`src/rtl/clkdiv_pkg.sv`:
```
package clkdiv_pkg;

    localparam int CFG_W     = 32;
    localparam int RATIO_W   = 6;
    localparam int NUM_DOM   = 3;
    localparam int DOM_CORE  = 0;
    localparam int DOM_BUS   = 1;
    localparam int DOM_PER   = 2;

    localparam int CORE_MSB  = 27;
    localparam int CORE_LSB  = 25;
    localparam int PLL_BIT   = 23;
    localparam int BUS_MSB   = 22;
    localparam int BUS_LSB   = 20;
    localparam int PER_MSB   = 19;
    localparam int PER_LSB   = 18;

    typedef logic [RATIO_W-1:0] ratio_t;

    typedef struct packed {
        logic   pll_on;
        ratio_t core;
        ratio_t bus;
        ratio_t per;
    } ratio_set_t;

    function automatic ratio_t core_ratio(input logic [2:0] code);
        ratio_t r;
        case (code)
            3'd0:    r = ratio_t'(1);
            3'd1:    r = ratio_t'(2);
            3'd2:    r = ratio_t'(4);
            3'd3:    r = ratio_t'(8);
            3'd4:    r = ratio_t'(16);
            default: r = ratio_t'(1);
        endcase
        return r;
    endfunction

    function automatic ratio_t bus_ratio(input logic [2:0] code);
        ratio_t r;
        case (code)
            3'd0:    r = ratio_t'(1);
            3'd1:    r = ratio_t'(2);
            3'd2:    r = ratio_t'(4);
            3'd3:    r = ratio_t'(5);
            3'd4:    r = ratio_t'(6);
            3'd5:    r = ratio_t'(8);
            3'd6:    r = ratio_t'(16);
            default: r = ratio_t'(32);
        endcase
        return r;
    endfunction

    function automatic ratio_t per_ratio(input logic [1:0] code);
        return ratio_t'(1) << code;
    endfunction

    function automatic ratio_set_t decode_cfg(input logic [CFG_W-1:0] w);
        ratio_set_t s;
        s.pll_on = w[PLL_BIT];
        s.core   = core_ratio(w[CORE_MSB:CORE_LSB]);
        s.bus    = bus_ratio(w[BUS_MSB:BUS_LSB]);
        s.per    = per_ratio(w[PER_MSB:PER_LSB]);
        return s;
    endfunction

endpackage

```
`src/rtl/clkdiv_counter.sv`:
```
module clkdiv_counter #(
    parameter int W = 6
) (
    input  logic         clk,
    input  logic         rst,
    input  logic         adv,
    input  logic [W-1:0] ratio,
    output logic         at_zero,
    output logic         wrap
);

    logic [W-1:0] cnt_q;
    logic         last;

    assign last    = (cnt_q == ratio - W'(1));
    assign wrap    = adv && last;
    assign at_zero = (cnt_q == '0);

    always_ff @(posedge clk) begin
        if (rst) begin
            cnt_q <= '0;
        end else if (adv) begin
            cnt_q <= last ? '0 : cnt_q + W'(1);
        end
    end

    // the ratio only changes when the count is zero, so the count never reaches it
    p_cnt_below_ratio_r7: assert property (@(posedge clk) disable iff (rst)
        cnt_q < ratio);

endmodule

```
`src/rtl/clkdiv_cfg_hold.sv`:
```
module clkdiv_cfg_hold
    import clkdiv_pkg::*;
(
    input  logic             clk,
    input  logic             rst,
    input  logic [CFG_W-1:0] cfg_word,
    input  logic             aligned,
    output ratio_set_t       eff
);

    ratio_set_t act_q;
    ratio_set_t fresh;

    assign fresh = decode_cfg(cfg_word);
    assign eff   = aligned ? fresh : act_q;

    always_ff @(posedge clk) begin
        if (rst) begin
            act_q <= fresh;
        end else begin
            act_q <= eff;
        end
    end

endmodule

```
`src/rtl/clk_tree_div.sv`:
```
module clk_tree_div
    import clkdiv_pkg::*;
(
    input  logic             clk,
    input  logic             rst,
    input  logic [CFG_W-1:0] cfg_word,
    input  logic             xtal_tick,
    output logic             core_en,
    output logic             bus_en,
    output logic             per_en
);

    ratio_set_t         eff;
    logic               base_adv;
    logic               aligned;
    ratio_t             ratio_arr [NUM_DOM];
    logic [NUM_DOM-1:0] adv_v;
    logic [NUM_DOM-1:0] zero_v;
    logic [NUM_DOM-1:0] wrap_v;

    assign aligned  = &zero_v;
    assign base_adv = eff.pll_on | xtal_tick;

    assign ratio_arr[DOM_CORE] = eff.core;
    assign ratio_arr[DOM_BUS]  = eff.bus;
    assign ratio_arr[DOM_PER]  = eff.per;

    clkdiv_cfg_hold u_hold (
        .clk      (clk),
        .rst      (rst),
        .cfg_word (cfg_word),
        .aligned  (aligned),
        .eff      (eff)
    );

    for (genvar i = 0; i < NUM_DOM; i++) begin : g_dom
        if (i == DOM_PER) begin : g_cascade
            assign adv_v[i] = wrap_v[DOM_BUS];
        end else begin : g_base
            assign adv_v[i] = base_adv;
        end

        clkdiv_counter #(.W(RATIO_W)) u_cnt (
            .clk     (clk),
            .rst     (rst),
            .adv     (adv_v[i]),
            .ratio   (ratio_arr[i]),
            .at_zero (zero_v[i]),
            .wrap    (wrap_v[i])
        );
    end

    always_ff @(posedge clk) begin
        if (rst) begin
            core_en <= 1'b0;
            bus_en  <= 1'b0;
            per_en  <= 1'b0;
        end else begin
            core_en <= wrap_v[DOM_CORE];
            bus_en  <= wrap_v[DOM_BUS];
            per_en  <= wrap_v[DOM_PER];
        end
    end

    // peripheral strobe always rides on a bus strobe
    p_per_within_bus_r6: assert property (@(posedge clk) disable iff (rst)
        per_en |-> bus_en);

    // unit ratio strobes on every advance
    p_unit_ratio_r5: assert property (@(posedge clk) disable iff (rst)
        (base_adv && eff.core == ratio_t'(1)) |=> core_en);

    // in bypass, a cycle without a crystal tick yields no strobe
    p_bypass_idle_r4: assert property (@(posedge clk) disable iff (rst)
        (!eff.pll_on && !xtal_tick) |=> !(core_en || bus_en || per_en));

    // peripheral strobe only when the bus counter wraps
    p_per_needs_bus_wrap_r3: assert property (@(posedge clk) disable iff (rst)
        wrap_v[DOM_PER] |-> wrap_v[DOM_BUS]);

endmodule

```
`config.mk`:
```
export PLATFORM = sky130hd
export DESIGN_NAME = clk_tree_div
export DESIGN_NICKNAME = d
export VERILOG_FILES = /design/src/rtl/clkdiv_pkg.sv /design/src/rtl/clkdiv_counter.sv /design/src/rtl/clkdiv_cfg_hold.sv /design/src/rtl/clk_tree_div.sv
export SDC_FILE = /design/constraint.sdc
export NUM_CORES = 1
export LEC_CHECK = 0
export BUFFER_PORTS_ARGS = -buffer_cell sky130_fd_sc_hd__buf_2
export CORE_MARGIN = 5
export CORE_UTILIZATION = 57
export DETAILED_ROUTE_END_ITERATION = 16
export PLACE_DENSITY = 0.85
export RECOVER_POWER = 25
export SKIP_LAST_GASP = 1
export SYNTH_ARGS = -nofsm -noshare
export SYNTH_HDL_FRONTEND = slang
export SYNTH_SLANG_ARGS = --single-unit
```
`constraint.sdc`:
```
create_clock -name clk -period 3.5 [get_ports clk]
set_input_delay 0.175 -clock clk [delete_from_list [all_inputs] [get_ports clk]]
set_output_delay 0.175 -clock clk [all_outputs]
set_load 0.02 [all_outputs]
```
==> results.json, run 1 <==
{
  "status": "finished, final reports clean",
  "first_global_vias": 2081,
  "post_drt_wl_per_cell_um": 14.59,
  "detail-route-antenna-nets": 0,
  "drive_above_1_share": 0.1503,
  "critPathRequiredTime_ns": 3.68,
  "clkLatencyLatePin_ns": 0.30,
  "synthFlopType": "dfxtp_1",
  "tns_ns": 0,
  "start_util": 0.5796,
  "fin_cells": 358,
  "crit_fanout": 5,
  "fillerInstances": 368,
  "switchingPower_mw": 0.9729,
  "power_density_nw_per_um2": 872.4,
  "drc": 0,
  "synthAdderAreaFrac": 0.04493,
  "skew_ns": 0.01046,
  "ys_types": 54,
  "hold_viol": 0,
  "diodes": 0,
  "numClockSinks": 40,
  "synth_edf_count": 0,
  "vias": 2092,
  "period_share": 0.9300,
  "worst_slack_ns": 0.2450,
  "cts_buffer_depth": 2,
  "dp_cells": 347,
  "setup_viol": 0,
  "maxCapViolCount": 0,
  "p_leak_nw": 1.095,
  "synthArstFlopShare": 0,
  "synth_compound_area_frac": 0.1428,
  "rsz0062_at_grt": "false",
  "synthXorXnorAreaFrac": 0.1258,
  "power_mw": 2.410,
  "gp_congestion": 0.8285,
  "seq_area_frac_synth": 0.3195,
  "grt-ovfl-total": 0,
  "finalWirelength_um": 5225,
  "io_buffers": 14,
  "grt_pass1_wl_um": 9211,
  "dp_hpwl_um": 3926,
  "endpoint_kind": "register",
  "multi_input_area_um2": 1558,
  "p_clk_frac": 0.171,
  "critPathKind": "register to register",
  "postSynthCellCount": 289,
  "pre_cts_ws_ns": 0.2184,
  "synth_area_um2": 2506,
  "syn_nets": 333,
  "ir_worst_vdd_mv": 0.5550,
  "htree_levels": 2,
  "fmax_mhz": 307.2,
  "num_rows": 24,
  "ys_seq_elements": 40,
  "grtUsageTotal": 0.1871,
  "die_h_um": 76.31,
  "vias_per_cell": 5.844,
  "grt_max_degree": 23,
  "synth_simple_gate_area_frac": 0.2416,
  "synthMuxAreaShare": 0.06640,
  "cp-start-kind": "register",
  "post-route-min-period_ns": 3.255,
  "tightest_slew_ns": 0.7313,
  "numCtsBuffers": 5,
  "cts_tree": "built",
  "p_int_mw": 1.437,
  "register_area_um2": 800.8,
  "core_um2": 4324,
  "synth_warnings": 0,
  "fp.dieW_um": 76.31,
  "top_level_ports": 38,
  "syn_to_final_growth_pct": 10.23,
  "switching_share": 0.4037,
  "slew_viol_final": 0,
  "relSlewSlack": 0.5120,
  "cts-root-buf": "clkbuf_8",
  "p_comb_frac": 0.562,
  "dieArea_um2": 5823,
  "synth_top_family_by_area": "simple AND/OR/NAND/NOR gates",
  "hp-class": "primary input to register",
  "syn_avg_cell_area_um2": 8.672,
  "antenna_found_initial": 0,
  "cts.clk_slew.worst_paths_ns": 0.08,
  "drt-initial-drc-count": 76,
  "worstPathArrival_ns": 3.43,
  "nNetsFinal": 349,
  "power_frac_seq": 0.267,
  "dr.pass1.iters": 4
}
==> metal layers <==
| metal | GRT usage | share of wire | vias up |
|---|---|---|---|
| met1 | 0.2312 | 0.45 | 981 |
| met4 | 0.06643 | 0.014 | 0 |
| met5 | 0 | 0 | - |
| li1 | - | - | 1064 |
| met3 | 0.04137 | 0.047 | 8 |
| met2 | 0.3176 | 0.49 | 39 |
==> cell families after synthesis <==
kind of cell / count (synthesis)
flip-flops: 40
multiplexers: 16
AO/OA/AOI/OAI: 53
adder cells (fa/ha/maj): 9
XOR/XNOR: 36
buffers and inverters: 32
AND/OR/NAND/NOR: 103
==> synth_stat cells (2+ instances only) <==
library cell / count / share of area
nand4_1: 8 / 0.020
xor2_1: 11 / 0.038
mux2i_1: 11 / 0.044
nor2_1: 23 / 0.034
nor2b_1: 3 / 0.0075
nor3_1: 13 / 0.026
a31oi_1: 3 / 0.0075
or4_1: 4 / 0.012
and2_1: 2 / 0.0050
inv_1: 15 / 0.022
o22ai_1: 2 / 0.0050
o41ai_1: 2 / 0.0070
nor3b_1: 4 / 0.012
nand2_1: 16 / 0.024
nand2b_1: 2 / 0.0050
nand3_1: 4 / 0.0080
a32oi_1: 4 / 0.014
o31ai_1: 5 / 0.015
nor4_2: 2 / 0.010
ha_1: 9 / 0.045
dfxtp_1: 40 / 0.32
and3b_1: 3 / 0.010
xnor2_1: 25 / 0.087
a21oi_1: 12 / 0.024
clkbuf_1: 11 / 0.016
buf_6: 3 / 0.013
o311ai_1: 2 / 0.0070
and3_1: 7 / 0.017
mux2_2: 5 / 0.022
o21a_1: 2 / 0.0060
or2_2: 3 / 0.0075
o21ai_0: 11 / 0.022
==> registers in the layout, summed over array words and instances, names as in the netlist <==
name	count
u_hold.act_q	19
g_dom.u_cnt.cnt_q	18
bus_en	1
per_en	1
core_en	1
==> power by group through the flow <==
| stage | Clock (mW) | Sequential, mW | Combinational [mW] |
|---|---|---|---|
| final | 0.412 | 0.643 | 1.36 |
| after floorplan | 0 | 0.631 | 1.08 |
| after detailed placement | 0 | 0.651 | 1.33 |
| after global placement | 0 | 0.643 | 1.29 |
| after CTS | 0.421 | 0.641 | 1.34 |
| after global routing | 0.431 | 0.656 | 1.51 |
==> cell usage in the layout, fill, tap and decap left out, drive strengths merged, types with 3 or more instances in the layout <==
cell type,Yosys,layout
buf,6,23
nor4,3,3
o31ai,5,5
nor3b,4,4
a21oi,12,12
nor2,23,23
or2,3,3
xor2,11,11
and3,7,7
xnor2,25,25
o41ai,3,3
a31oi,3,3
and3b,3,3
clkbuf,11,10
mux2i,11,11
o21ai,12,12
ha,9,9
nor3,13,13
a32oi,4,4
dfxtp,40,40
nand2,16,16
inv,15,15
nand2b,3,3
nand4,9,9
nand3,4,4
nor2b,3,3
mux2,5,5
or4,4,4
==> worst max-delay path, cell delays in order, from the launching register on <==
cell and delay, ns:
dfxtp_1 0.37, inv_1 0.10, ha_1 0.14, nor4b_2 0.25
and4_1 0.36, mux2i_1 0.27, ha_1 0.27, nor3b_1 0.25
xnor2_1 0.14, mux2i_1 0.10, xnor2_1 0.18, nand4_2 0.15
buf_4 0.19, a32oi_1 0.24, o41ai_2 0.11
==> repair_timing <==
item,in CTS,in global routing
hold buffers,0,0
resized for setup,0,1
buffers inserted,0,3
setup endpoints to repair,0,6
==> stage by stage <==
stage,instance area [um^2],hold WS [ns],utilization
6_report,2763,0.1304,0.6389
4_1_cts,2744,0.1297,0.6345
3_5_place_dp,2618,0.4459,0.6053
2_1_floorplan,2506,0.3149,-
5_1_grt,2763,0.1384,0.6389
3_3_place_gp,2618,0.4173,0.6053
==> final timing paths <==
kind                                                      startpoint                                    to  slack [ns]  cells after the start
worst max-delay path            g_dom[1].u_cnt.cnt_q[1]$_SDFFE_PP0N_  g_dom[2].u_cnt.cnt_q[4]$_SDFFE_PP0P_        0.25                     14
worst min-delay path                                    cfg_word[23]              u_hold.act_q[18]$_DFF_P_        0.13                      2
worst max register to register  g_dom[1].u_cnt.cnt_q[1]$_SDFFE_PP0N_  g_dom[2].u_cnt.cnt_q[4]$_SDFFE_PP0P_        0.25                     14
worst min register to register            u_hold.act_q[4]$_SDFF_PP0_            u_hold.act_q[4]$_SDFF_PP0_        0.50                      1
==> final cells by class <==
cell class,count,share of cell area
well taps,52,0.02355
repair buffers,26,0.05661
clock inverters,1,0.01087
clock buffers,7,0.03487
flip-flops and latches,40,0.2899
multi-input cells,217,0.5639
inverters,15,0.02038
Note: power is estimated with default switching activity, not from simulation.
==> run 2, diff against run 1 <==
CORE_UTILIZATION = 48   (was 57)
PLACE_DENSITY = 0.74   (was 0.85)
==> results.json, run 2 (synthesis results as in run 1) <==
{
  "status": "finished, final reports clean",
  "top_register": "u_hold.act_q",
  "setup_viol": 0,
  "drive_above_1_share": 0.2032,
  "cts-root-buf": "clkbuf_8",
  "hold_viol": 0,
  "antenna_found_initial": 0,
  "gp_congestion": 0.7806,
  "diodes": 0,
  "start_util": 0.4938,
  "largest_register_ff_count": 19,
  "clkLatencyLatePin_ns": 0.30,
  "hp-class": "primary input to register",
  "post-route-min-period_ns": 3.282,
  "tightest_slew_ns": 0.7634,
  "rsz0062_at_grt": "true",
  "dieArea_um2": 6766,
  "layout_commonest_cell": "dfxtp_1",
  "post_drt_wl_per_cell_um": 14.52,
  "numClockSinks": 40,
  "first_global_vias": 2033,
  "drc": 0,
  "final_cell_mix": "dfxtp_1, xnor2_1, nor2_1",
  "vias": 2119,
  "cts_buffer_depth": 2,
  "grt_pass1_wl_um": 9459,
  "grt_max_degree": 23,
  "grtUsageTotal": 0.1793,
  "nNetsFinal": 353,
  "whs_ns": 0.1344,
  "crit_fanout": 8,
  "drt-initial-drc-count": 102,
  "num_rows": 26,
  "critPathRequiredTime_ns": 3.68,
  "htree_levels": 2,
  "fp.dieW_um": 82.26,
  "io_buffers": 14,
  "endpoint_kind": "register",
  "critPathKind": "register to register",
  "period_share": 0.9377,
  "tns_ns": 0,
  "core_um2": 5075,
  "p_leak_nw": 1.136,
  "maxCapViolCount": 0,
  "cts.clk_slew.worst_paths_ns": 0.08,
  "relSlewSlack": 0.4905,
  "reg_top3": "u_hold.act_q (19), g_dom.u_cnt.cnt_q (18)",
  "power_density_nw_per_um2": 881.9,
  "finalWirelength_um": 5516,
  "vias_per_cell": 5.576,
  "die_h_um": 82.26,
  "detail-route-antenna-nets": 0,
  "grt-ovfl-total": 0,
  "slew_viol_final": 0,
  "dp_hpwl_um": 3958,
  "syn_to_final_growth_pct": 15.38,
  "cts_tree": "built",
  "cts_hold_buf": 0,
  "fmax_mhz": 304.7,
  "ir_worst_vdd_mv": 0.3306,
  "cp-start-kind": "register",
  "worstPathArrival_ns": 3.46,
  "numCtsBuffers": 5,
  "dr.pass1.iters": 4,
  "top_level_ports": 38,
  "skew_ns": 0.01224
}
-- run 2: area by class of cell --
type                       count  area, um^2
sequential                    40       802.0
timing repair buffer          30       190.2
clock buffer                   6       72.57
multi-input combinational    217        1648
tap                           70       87.58
clock inverter                 2       35.03
inverter                      15       56.30
fill                         480        2183
-- run 2: where the power goes --
| part | internal, mW | total [mW] | switching [mW] |
|---|---|---|---|
| Clock | 0.212 | 0.375 | 0.163 |
| Combinational | 0.721 | 1.53 | 0.807 |
| Sequential | 0.547 | 0.648 | 0.101 |
| Total | 1.48 | 2.55 | 1.07 |
-- run 2: metal layers --
| metal | vias to the layer above | GRT usage | share of wire |
|---|---|---|---|
| met5 | - | 0 | 0 |
| met4 | 0 | 0.05980 | 0.016 |
| met3 | 7 | 0.03688 | 0.024 |
| met2 | 25 | 0.2869 | 0.48 |
| met1 | 1003 | 0.2392 | 0.48 |
| li1 | 1084 | - | - |
-- run 2: timing repair --
| action | in CTS | in global routing |
|---|---|---|
| buffers inserted | 1 | 7 |
| setup endpoints to repair | 1 | 19 |
| gates resized for setup | 0 | 20 |
| pin swaps | 1 | 5 |
| endpoints found under the hold margin | 0 | 0 |
-- run 2: path summary, 6_finish.rpt --
check	depth (start not counted)	slack, ns	startpoint	to
max	15	0.22	g_dom[1].u_cnt.cnt_q[1]$_SDFFE_PP0N_	g_dom[2].u_cnt.cnt_q[4]$_SDFFE_PP0P_
min	2	0.13	cfg_word[23]	u_hold.act_q[18]$_DFF_P_
max reg2reg	15	0.22	g_dom[1].u_cnt.cnt_q[1]$_SDFFE_PP0N_	g_dom[2].u_cnt.cnt_q[4]$_SDFFE_PP0P_
min reg2reg	1	0.48	u_hold.act_q[18]$_DFF_P_	u_hold.act_q[18]$_DFF_P_
-- run 2: stage by stage --
| stage | power (mW) | utilization | instance area [um^2] | setup WS, ns | cells |
|---|---|---|---|---|---|
| after CTS | 2.347 | 0.5414 | 2748 | 0.09900 | 373 |
| final | 2.550 | 0.5698 | 2892 | 0.2182 | 380 |
| after detailed placement | 1.957 | 0.5187 | 2633 | -0.006981 | 364 |
| after global placement | 1.918 | 0.5187 | 2633 | 0.1138 | 364 |
| after global routing | 2.750 | 0.5698 | 2892 | -0.05582 | 380 |
| after floorplan | 1.711 | - | 2506 | 0.2471 | 289 |
-- run 2: worst max-delay path, stage by stage (launching register included) --
cell and delay (ns):
dfxtp_2 0.35, inv_1 0.07, ha_1 0.15, nor4b_4 0.25, nand4_1 0.30, buf_6 0.24
a21oi_1 0.19, ha_2 0.24, inv_1 0.08, o31ai_2 0.28, a21oi_1 0.12, o31ai_2 0.23
nand4_1 0.13, buf_4 0.18, a32oi_2 0.21, o41ai_4 0.12
